--- config.mk ---
export PLATFORM = sky130hd
export DESIGN_NAME = periph_guard
export DESIGN_NICKNAME = d
export VERILOG_FILES = /design/src/rtl/periph_guard_pkg.sv /design/src/rtl/pg_decode.sv /design/src/rtl/pg_check.sv /design/src/rtl/pg_regs.sv /design/src/rtl/periph_guard.sv
export SDC_FILE = /design/constraint.sdc
export NUM_CORES = 1
export LEC_CHECK = 0
export ABC_AREA = 1
export BUFFER_PORTS_ARGS = -buffer_cell sky130_fd_sc_hd__buf_2
export CAP_MARGIN = 15
export CORE_AREA = 2 2 113 115
export DETAILED_ROUTE_END_ITERATION = 10
export DIE_AREA = 0 0 115 117
export PLACE_DENSITY = 0.77
export SLEW_MARGIN = 10
export SYNTH_ARGS = -nofsm -noshare
export SYNTH_HDL_FRONTEND = slang
export SYNTH_SLANG_ARGS = --single-unit
--- constraint.sdc ---
create_clock -name clk_i -period 4.2 [get_ports clk_i]
set_input_delay 0.84 -clock clk_i [delete_from_list [all_inputs] [get_ports clk_i]]
set_output_delay 0.84 -clock clk_i [all_outputs]
set_load 0.01 [all_outputs]
--- src/rtl/periph_guard_pkg.sv ---
package periph_guard_pkg;
  localparam int CFG_W   = 32;
  localparam int FLAG_W  = 2;
  localparam int FLG_PRIV = 0;
  localparam int FLG_SEC  = 1;
  localparam int MAX_PERIPH = 64;

  typedef enum logic [2:0] {
    REG_CTRL    = 3'd0,
    REG_PROT_LO = 3'd1,
    REG_PROT_HI = 3'd2,
    REG_FLAGS   = 3'd3,
    REG_SET     = 3'd4,
    REG_CLR     = 3'd5,
    REG_IEN     = 3'd6,
    REG_FID     = 3'd7
  } reg_idx_e;
endpackage

--- src/rtl/pg_decode.sv ---
module pg_decode #(
  parameter int NP    = 64,
  parameter int OFS_W = 9,
  parameter int IDW   = 6,
  parameter int AW    = 16
) (
  input  logic [AW-1:0]    addr_i,
  output logic [IDW-1:0]   id_o,
  output logic             alias_o,
  output logic [OFS_W-1:0] ofs_o,
  output logic [NP-1:0]    hit_o,
  output logic             valid_o
);
  assign id_o    = addr_i[OFS_W +: IDW];
  assign alias_o = addr_i[AW-1];
  assign ofs_o   = addr_i[OFS_W-1:0];

  for (genvar n = 0; n < NP; n++) begin : g_slot
    assign hit_o[n] = (id_o == IDW'(n));
  end

  assign valid_o = |hit_o;
endmodule

--- src/rtl/pg_check.sv ---
module pg_check #(
  parameter int          IDW     = 6,
  parameter logic [63:0] SEC_MAP = 64'h0
) (
  input  logic           req_i,
  input  logic           valid_i,
  input  logic           priv_i,
  input  logic           sec_i,
  input  logic           alias_i,
  input  logic [IDW-1:0] id_i,
  input  logic           en_i,
  input  logic [63:0]    prot_i,
  output logic           priv_flt_o,
  output logic           sec_flt_o,
  output logic           block_o
);
  logic act, need_priv, is_secure;

  assign act        = req_i & valid_i & en_i;
  assign need_priv  = prot_i[id_i];
  assign is_secure  = SEC_MAP[id_i];
  assign priv_flt_o = act & need_priv & ~priv_i;
  // wrong alias for the peripheral, or secure alias from a non-secure master
  assign sec_flt_o  = act & ((alias_i != is_secure) | (alias_i & ~sec_i));
  assign block_o    = priv_flt_o | sec_flt_o;
endmodule

--- src/rtl/pg_regs.sv ---
module pg_regs
  import periph_guard_pkg::*;
#(
  parameter int IDW = 6
) (
  input  logic              clk_i,
  input  logic              rst_ni,
  input  logic              c_req_i,
  input  logic              c_we_i,
  input  logic [2:0]        c_addr_i,
  input  logic [CFG_W-1:0]  c_wdata_i,
  input  logic              c_priv_i,
  output logic [CFG_W-1:0]  c_rdata_o,
  input  logic [FLAG_W-1:0] hw_flt_i,
  input  logic [IDW-1:0]    flt_id_i,
  output logic              en_o,
  output logic [63:0]       prot_o,
  output logic              irq_o
);
  logic              en_q;
  logic [63:0]       prot_q;
  logic [FLAG_W-1:0] flags_q, ien_q, set_v, clr_v, kept;
  logic [IDW-1:0]    fid_q;
  logic              wr, wr_priv;
  logic              ctrl_wr, lo_wr, hi_wr, set_wr, clr_wr, ien_wr;

  assign wr      = c_req_i & c_we_i;
  assign wr_priv = wr & c_priv_i;
  assign ctrl_wr = wr_priv & (c_addr_i == REG_CTRL);
  assign lo_wr   = wr_priv & (c_addr_i == REG_PROT_LO);
  assign hi_wr   = wr_priv & (c_addr_i == REG_PROT_HI);
  assign set_wr  = wr & (c_addr_i == REG_SET);
  assign clr_wr  = wr & (c_addr_i == REG_CLR);
  assign ien_wr  = wr & (c_addr_i == REG_IEN);

  assign set_v = (set_wr ? c_wdata_i[FLAG_W-1:0] : '0) | hw_flt_i;
  assign clr_v =  clr_wr ? c_wdata_i[FLAG_W-1:0] : '0;
  assign kept  = flags_q & ~clr_v;

  always_ff @(posedge clk_i or negedge rst_ni) begin
    if (!rst_ni) begin
      en_q    <= 1'b1;
      prot_q  <= '0;
      flags_q <= '0;
      ien_q   <= '0;
      fid_q   <= '0;
    end else begin
      if (ctrl_wr) en_q <= c_wdata_i[0];
      if (lo_wr)   prot_q[31:0]  <= c_wdata_i;
      if (hi_wr)   prot_q[63:32] <= c_wdata_i;
      if (ien_wr)  ien_q <= c_wdata_i[FLAG_W-1:0];
      flags_q <= kept | set_v;
      // first fault wins until every pending flag is cleared
      if ((|hw_flt_i) && (kept == '0)) fid_q <= flt_id_i;
    end
  end

  always_comb begin
    case (c_addr_i)
      REG_CTRL:    c_rdata_o = {{(CFG_W-1){1'b0}}, en_q};
      REG_PROT_LO: c_rdata_o = prot_q[31:0];
      REG_PROT_HI: c_rdata_o = prot_q[63:32];
      REG_FLAGS:   c_rdata_o = {{(CFG_W-FLAG_W){1'b0}}, flags_q};
      REG_IEN:     c_rdata_o = {{(CFG_W-FLAG_W){1'b0}}, ien_q};
      REG_FID:     c_rdata_o = {{(CFG_W-IDW){1'b0}}, fid_q};
      default:     c_rdata_o = '0;
    endcase
  end

  assign en_o   = en_q;
  assign prot_o = prot_q;
  assign irq_o  = |(flags_q & ien_q);

  a_r4_priv_flag: assert property (@(posedge clk_i) disable iff (!rst_ni)
    hw_flt_i[FLG_PRIV] |=> flags_q[FLG_PRIV]);
  a_r5_sec_flag: assert property (@(posedge clk_i) disable iff (!rst_ni)
    hw_flt_i[FLG_SEC] |=> flags_q[FLG_SEC]);
  a_r6_id_held: assert property (@(posedge clk_i) disable iff (!rst_ni)
    ((|flags_q) && !clr_wr) |=> $stable(fid_q));
  a_r7_irq_raise: assert property (@(posedge clk_i) disable iff (!rst_ni)
    (hw_flt_i[FLG_PRIV] && ien_q[FLG_PRIV] && !ien_wr) |=> irq_o);
  a_r10_cfg_locked: assert property (@(posedge clk_i) disable iff (!rst_ni)
    (c_req_i && c_we_i && !c_priv_i) |=> ($stable(prot_q) && $stable(en_q)));
endmodule

--- src/rtl/periph_guard.sv ---
module periph_guard
  import periph_guard_pkg::*;
#(
  parameter int          NP      = 64,
  parameter int          OFS_W   = 9,
  parameter int          DW      = 32,
  parameter logic [63:0] SEC_MAP = 64'h0000_0000_0000_000C,
  localparam int         IDW     = $clog2(NP),
  localparam int         AW      = OFS_W + IDW + 1
) (
  input  logic             clk_i,
  input  logic             rst_ni,
  input  logic             m_req_i,
  input  logic             m_we_i,
  input  logic [AW-1:0]    m_addr_i,
  input  logic [DW-1:0]    m_wdata_i,
  input  logic             m_priv_i,
  input  logic             m_sec_i,
  output logic [DW-1:0]    m_rdata_o,
  output logic [NP-1:0]    p_sel_o,
  output logic             p_we_o,
  output logic [OFS_W-1:0] p_addr_o,
  output logic [DW-1:0]    p_wdata_o,
  input  logic [DW-1:0]    p_rdata_i,
  input  logic             c_req_i,
  input  logic             c_we_i,
  input  logic [2:0]       c_addr_i,
  input  logic [CFG_W-1:0] c_wdata_i,
  input  logic             c_priv_i,
  output logic [CFG_W-1:0] c_rdata_o,
  output logic             irq_o
);
  logic [IDW-1:0] id;
  logic           alias_sec, valid, en, priv_flt, sec_flt, block, pass;
  logic [NP-1:0]  hit;
  logic [63:0]    prot;

  pg_decode #(.NP(NP), .OFS_W(OFS_W), .IDW(IDW), .AW(AW)) i_decode (
    .addr_i(m_addr_i), .id_o(id), .alias_o(alias_sec), .ofs_o(p_addr_o),
    .hit_o(hit), .valid_o(valid)
  );

  pg_check #(.IDW(IDW), .SEC_MAP(SEC_MAP)) i_check (
    .req_i(m_req_i), .valid_i(valid), .priv_i(m_priv_i), .sec_i(m_sec_i),
    .alias_i(alias_sec), .id_i(id), .en_i(en), .prot_i(prot),
    .priv_flt_o(priv_flt), .sec_flt_o(sec_flt), .block_o(block)
  );

  pg_regs #(.IDW(IDW)) i_regs (
    .clk_i, .rst_ni, .c_req_i, .c_we_i, .c_addr_i, .c_wdata_i, .c_priv_i,
    .c_rdata_o, .hw_flt_i({sec_flt, priv_flt}), .flt_id_i(id),
    .en_o(en), .prot_o(prot), .irq_o
  );

  assign pass      = m_req_i & valid & ~block;
  assign p_sel_o   = pass ? hit : '0;
  assign p_we_o    = pass & m_we_i;
  assign p_wdata_o = m_wdata_i;
  assign m_rdata_o = (pass & ~m_we_i) ? p_rdata_i : '0;

  a_r1_sel_onehot: assert property (@(posedge clk_i) disable iff (!rst_ni)
    $onehot0(p_sel_o));
  a_r2_block_unpriv: assert property (@(posedge clk_i) disable iff (!rst_ni)
    (m_req_i && en && valid && prot[id] && !m_priv_i) |-> (p_sel_o == '0 && !p_we_o));
  a_r3_zero_read: assert property (@(posedge clk_i) disable iff (!rst_ni)
    (m_req_i && !m_we_i && p_sel_o == '0) |-> (m_rdata_o == '0));
endmodule

* Yosys cells after proc, flatten, opt, wreduce, memory -nomap -nowiden
Memory sizes are Yosys's and may differ from the RTL's.
Cells that the tools add are included.
** Storage, ports and cells
- Logic and storage cells :: 122
- Output and inout bits :: 171
- Memories kept :: 1
- Input port bits :: 124
- Register bits :: 75
- Bits in read-only memories :: 64
** Memory list
- (name not given) :: words 64, bits a word 1, read ports 1, clocked after Yosys merged registers in 0, wr ports 0, RTL line pg_check.sv:21 : assign is_secure = SEC_MAP[id_i];
** Operators by class
- Mux-type cells :: 8
- Reduce and logical (&&, ||, !) cells :: 7
- Equality and inequality tests :: 71
- Order comparisons :: 1
- Bitwise logic cells :: 28
** Operator list (number)
- $eq 6x6->1 const B :: 32
- $pmux 32 s6 :: 1
- $eq 6x5->1 const B :: 16
- $mux 64 :: 1
- $reduce_or 64->1 :: 1
- $eq 6x4->1 const B :: 8
- $mux 32 :: 1
- $eq 6x3->1 const B :: 4
- $and 1x1->1 :: 17
- $eq 3x3->1 const B :: 4
- $eq 6x2->1 const B :: 2
- $lt 6x7->1 const B :: 1
- $bmux 1 s6 :: 1
- $eq 3x2->1 const B :: 2
- $eq 6x1->1 const B :: 1
- $logic_not 6->1 :: 1
- $and 2x2->2 :: 2
- $mux 2 :: 2
- $not 1->1 :: 4
- $or 2x2->2 :: 2
- $reduce_or 2->1 :: 2
- $eq 3x1->1 const B :: 1
- $logic_not 3->1 :: 1
- $logic_not 2->1 :: 1
- 5 further kinds :: 7

* Logic depth before layout (Yosys ltp)
- Word-level depth :: 11
- Gate-level depth with buffers :: 16
- Mapped depth without buffers :: 15

* By module
A second synthesis with hierarchy kept.
** Unflattened totals
- Cells, all modules :: 892
- Area, all modules :: 6142.1 um2
** Modules (own cells, without submodules)
- pg_regs :: sequential area each 1878.1 um2, area each 3311.9 um2, instances 1, cells an instance 368
- periph_guard :: sequential area each 0.0 um2, area each 1492.7 um2, instances 1, cells an instance 240
- pg_check :: sequential area each 0.0 um2, area each 793.3 um2, instances 1, cells an instance 162
- pg_decode :: sequential area each 0.0 um2, area each 544.3 um2, instances 1, cells an instance 122

* Worst setup path after synthesis
No wires, ideal clock.
- Kind :: input -> output
- Start :: in m_addr_i[9]
- End :: out p_sel_o[10]
- Cell stages on the path :: 9
- Data required time :: 3.360 ns
- Arrival time :: 2.340 ns
- Slack :: 1.020 ns
- Path buffers :: 2
- Cells stage by stage :: buf_4 nand2_4 inv_2 nand2_2 a21oi_2 o21ai_2 nand4_4 buf_2 nor2_1
** Between the ends
- Longest elaborated chain between the ends :: 10
- Elaborated cells between the ends (all ways) :: 80
** RTL lines
- start, declared :: RTL line periph_guard.sv:15 : input logic [AW-1:0] m_addr_i,
- branches (longest 9 deep; another with $mem_v2 64x1)
- $mux 64 * :: RTL line periph_guard.sv:56 : assign p_sel_o = pass ? hit : '0;
- end, declared :: RTL line periph_guard.sv:20 : output logic [NP-1:0] p_sel_o,
Mark *: on every way between the ends. The select of a mux whose other input is x is not followed.

* Final worst setup path
- Start :: in m_addr_i[9]
- End :: out m_rdata_o[19]
** Between the ends
- Longest elaborated chain between the ends :: 11
- Elaborated cells between the ends (all ways) :: 81
** RTL lines
- branches (longest 8 deep; another with $mem_v2 64x1)
- $and 1x1->1 * :: RTL line periph_guard.sv:55 : assign pass = m_req_i & valid & ~block;
- $and 1x1->1 * :: RTL line periph_guard.sv:59 : assign m_rdata_o = (pass & ~m_we_i) ? p_rdata_i : '0;
- $mux 32 * :: RTL line periph_guard.sv:59
- end, declared :: RTL line periph_guard.sv:19 : output logic [DW-1:0] m_rdata_o,
Marks and branches as above.

==> impl_metrics.ini <==
[run_status]
run_status = finished, final reports clean

[placement]
place.detailed.hpwl_um = 13350
io_buffers = 212
dp_worst_setup_slack_ps = 298.7
place.gp.congestion = 0.8895
dp_cells = 1099
placed_cell_area_um2 = 6007

[route]
route.vias.total = 5637
m1WireLength_um = 6917
drtIter0Drc = 421
viasPerCell = 5.056
drt_wl_total_um = 17240
post_drt_wl_per_cell_um = 15.46
maxUsedRoutingLayer = met5
antenna_violating_nets_post_route = 0
route.met3.wl_um = 1858
met2_length_um = 8127
remaining_routing_drc_violations = 0
detail_route.first_pass.iterations = 6

[floorplan]
floorplan.io_pins = 295
fp-row-count = 41
die-area_um2 = 13460
dieHeight_um = 117
effective_utilization_at_floorplan_pct = 41.66
die_width_um = 115
coreArea_um2 = 12310

[synth]
post_synth.cell_area_avg_um2 = 6.419
synthArstFlopShare_pct = 100.0
synthCells = 799
synth_seq_area_share_pct = 36.62
number_of_synthesized_flops_with_an_enable_pin = 0
synth.ff_latch_count = 75
yosys_warnings = 0
postSynthNetCount = 923
synth.cell_area_um2 = 5129
dominantRegCellSynth = sky130_fd_sc_hd__dfrtp_1
netlist-cell-type-count = 33

[worst_setup_path]
crit_path_max_fanout = 32
cp_data_required_time_ps = 3360
crit_path_leading_delay_family = simple AND/OR/NAND/NOR gates
critPathBufInv = 4
critical_path.startpoint_type = primary input
path_class = in2out
critical_path.endpoint_type = output port
critPathSlowestCell = sky130_fd_sc_hd__nand4_4
cp.arrival_ps = 3080
path_cells = buf_2 -> inv_2 -> nand2_2 -> inv_2 -> nand2_2 -> a21oi_2 -> a31oi_1 -> o21ai_2 -> nand4_4 -> nor2_1 -> buf_2
critical-path-max-stage-delay_ps = 440

[global_routing]
grt.total_usage_pct = 24.60
grt_start_max_net_pins = 65
antenna_found_initial = 2
gr-total-overflow = 0
grt_first_pass_wirelength_um = 25140
number_of_global_route_vias_before_repair = 4805

[cells_and_area]
layout.nets = 1084
mostFrequentLayoutCell = sky130_fd_sc_hd__nand2_1
final_layout_size_suffix_gt1_share_pct = 26.74
layout_common_cells = 247 x sky130_fd_sc_hd__nand2_1, 212 x sky130_fd_sc_hd__buf_2, 125 x sky130_fd_sc_hd__inv_1
finish.instance_area_um2 = 6311
area_growth_pct = 23.05
diodes = 0
layout.cells.non_filler = 1115

[cts]
clkTransAtPathRegs_ps = 60
cts_max_path_buffers = 2
root_cell_of_the_clock_tree = sky130_fd_sc_hd__clkbuf_16
total_clock_sinks = 75
cts-buffers-inserted = 9
cts_hold_repair.buffers = 0
clock_insertion_delay_worst_skew_ps = 340
ctsHtreeMaxLevel = 3
cts_setup_buffers = 0
ctsResizeCount = 0
cts_tree = built

[run]
max_cap_violations = 0

[sta]
tightestPinTransition_ps = 749.4
final.period_utilization_pct = 93.31
finClkSkew_ps = 8.422
maxSlewViolCount = 0
finalSetupTns_ps = 0
setup_viol = 0
layout_min_cycle_time_ps = 3919
rsz0062_at_grt = no
timing.slew.headroom_pct = 49.98
postLayoutSetupSlackWorst_ps = 281.0
top_achievable_clock_speed_ghz = 0.2552
hold_viol = 0
holdWs_ps = 470.7

[pwr]
vdd_ir_drop_max_mv = 0.2549
power_leakage_nw = 3.722
power_density_nw_per_um2 = 363.2

[min_path]
timing.hold.worst.class = in2async
-- where the power goes --
part           internal [mW]  switching (mW)
Sequential             0.875           0.102
Combinational          0.199           0.340
Clock                  0.475           0.301
-- final cells by class --
cell class / count / area (um^2)
Inverter: 130 / 488.0
Multi-Input combinational cell: 523 / 2325
Clock buffer: 10 / 239.0
Clock inverter: 6 / 65.06
Fill cell: 1257 / 6001
Timing Repair Buffer: 221 / 1129
Sequential cell: 75 / 1878
Tap cell: 150 / 187.7
-- synth_stat cells, types with 2 or more instances --
cell type | instances | area (um^2)
sky130_fd_sc_hd__nand2_2 | 4 | 25.02
sky130_fd_sc_hd__o211ai_1 | 3 | 22.52
sky130_fd_sc_hd__nor2_1 | 119 | 446.7
sky130_fd_sc_hd__o22ai_1 | 14 | 87.58
sky130_fd_sc_hd__buf_2 | 11 | 55.05
sky130_fd_sc_hd__nor4_1 | 2 | 12.51
sky130_fd_sc_hd__dfrtp_1 | 74 | 1852
sky130_fd_sc_hd__nand3_1 | 13 | 65.06
sky130_fd_sc_hd__nand2_1 | 247 | 927.1
sky130_fd_sc_hd__nand4_1 | 2 | 12.51
sky130_fd_sc_hd__a21oi_1 | 2 | 10.01
sky130_fd_sc_hd__clkbuf_1 | 18 | 67.56
sky130_fd_sc_hd__inv_1 | 125 | 469.2
sky130_fd_sc_hd__nor3_1 | 3 | 15.01
sky130_fd_sc_hd__inv_2 | 4 | 15.01
sky130_fd_sc_hd__nand4_4 | 5 | 106.4
sky130_fd_sc_hd__o21ai_0 | 95 | 475.5
sky130_fd_sc_hd__nor2_2 | 2 | 12.51
sky130_fd_sc_hd__buf_4 | 42 | 315.3
-- sequential cells by signal (all words and copies together), names as in the netlist --
signal and flops:
i_regs.prot_o 64, i_regs.fid_q 6, i_regs.flags_q 2, i_regs.ien_q 2
i_regs.en_o 1
-- metrics by stage --
step | power, mW | util, %
2_1_floorplan | 1.341 | -
3_3_place_gp | 1.508 | 48.79
3_5_place_dp | 1.521 | 48.79
4_1_cts | 2.300 | 51.26
5_1_grt | 2.438 | 51.26
6_report | 2.292 | 51.26
-- per-layer routing --
| layer | global-route usage, % | up-vias |
|---|---|---|
| met5 | 0 | - |
| met4 | 6.908 | 4 |
| met3 | 7.981 | 44 |
| met2 | 40.82 | 309 |
| met1 | 30.97 | 2556 |
| li1 | - | 2724 |
-- worst paths after layout --
| path | from | endpoint | slack (ps) | cells past startpoint |
|---|---|---|---|---|
| max in group asynchronous | rst_ni | i_regs.prot_o[28] | 2650 | 2 |
| min in group clk_i | i_regs.fid_q[2] | i_regs.fid_q[2] | 480 | 2 |
| hold reg to reg | i_regs.fid_q[2] | i_regs.fid_q[2] | 480 | 2 |
| setup reg to reg | i_regs.prot_o[10] | i_regs.fid_q[3] | 2200 | 15 |
| setup / recovery | m_addr_i[9] | m_rdata_o[19] | 280 | 11 |
| hold / removal | rst_ni | i_regs.prot_o[56] | 470 | 1 |
-- logic make-up after synthesis --
family                 share of synthesized area [%]
buffers and inverters                          18.05
AND/OR/NAND/NOR                                32.32
AO/OA/AOI/OAI                                  13.00
flip-flops                                     36.62
Power figures use the tool's default switching activity.
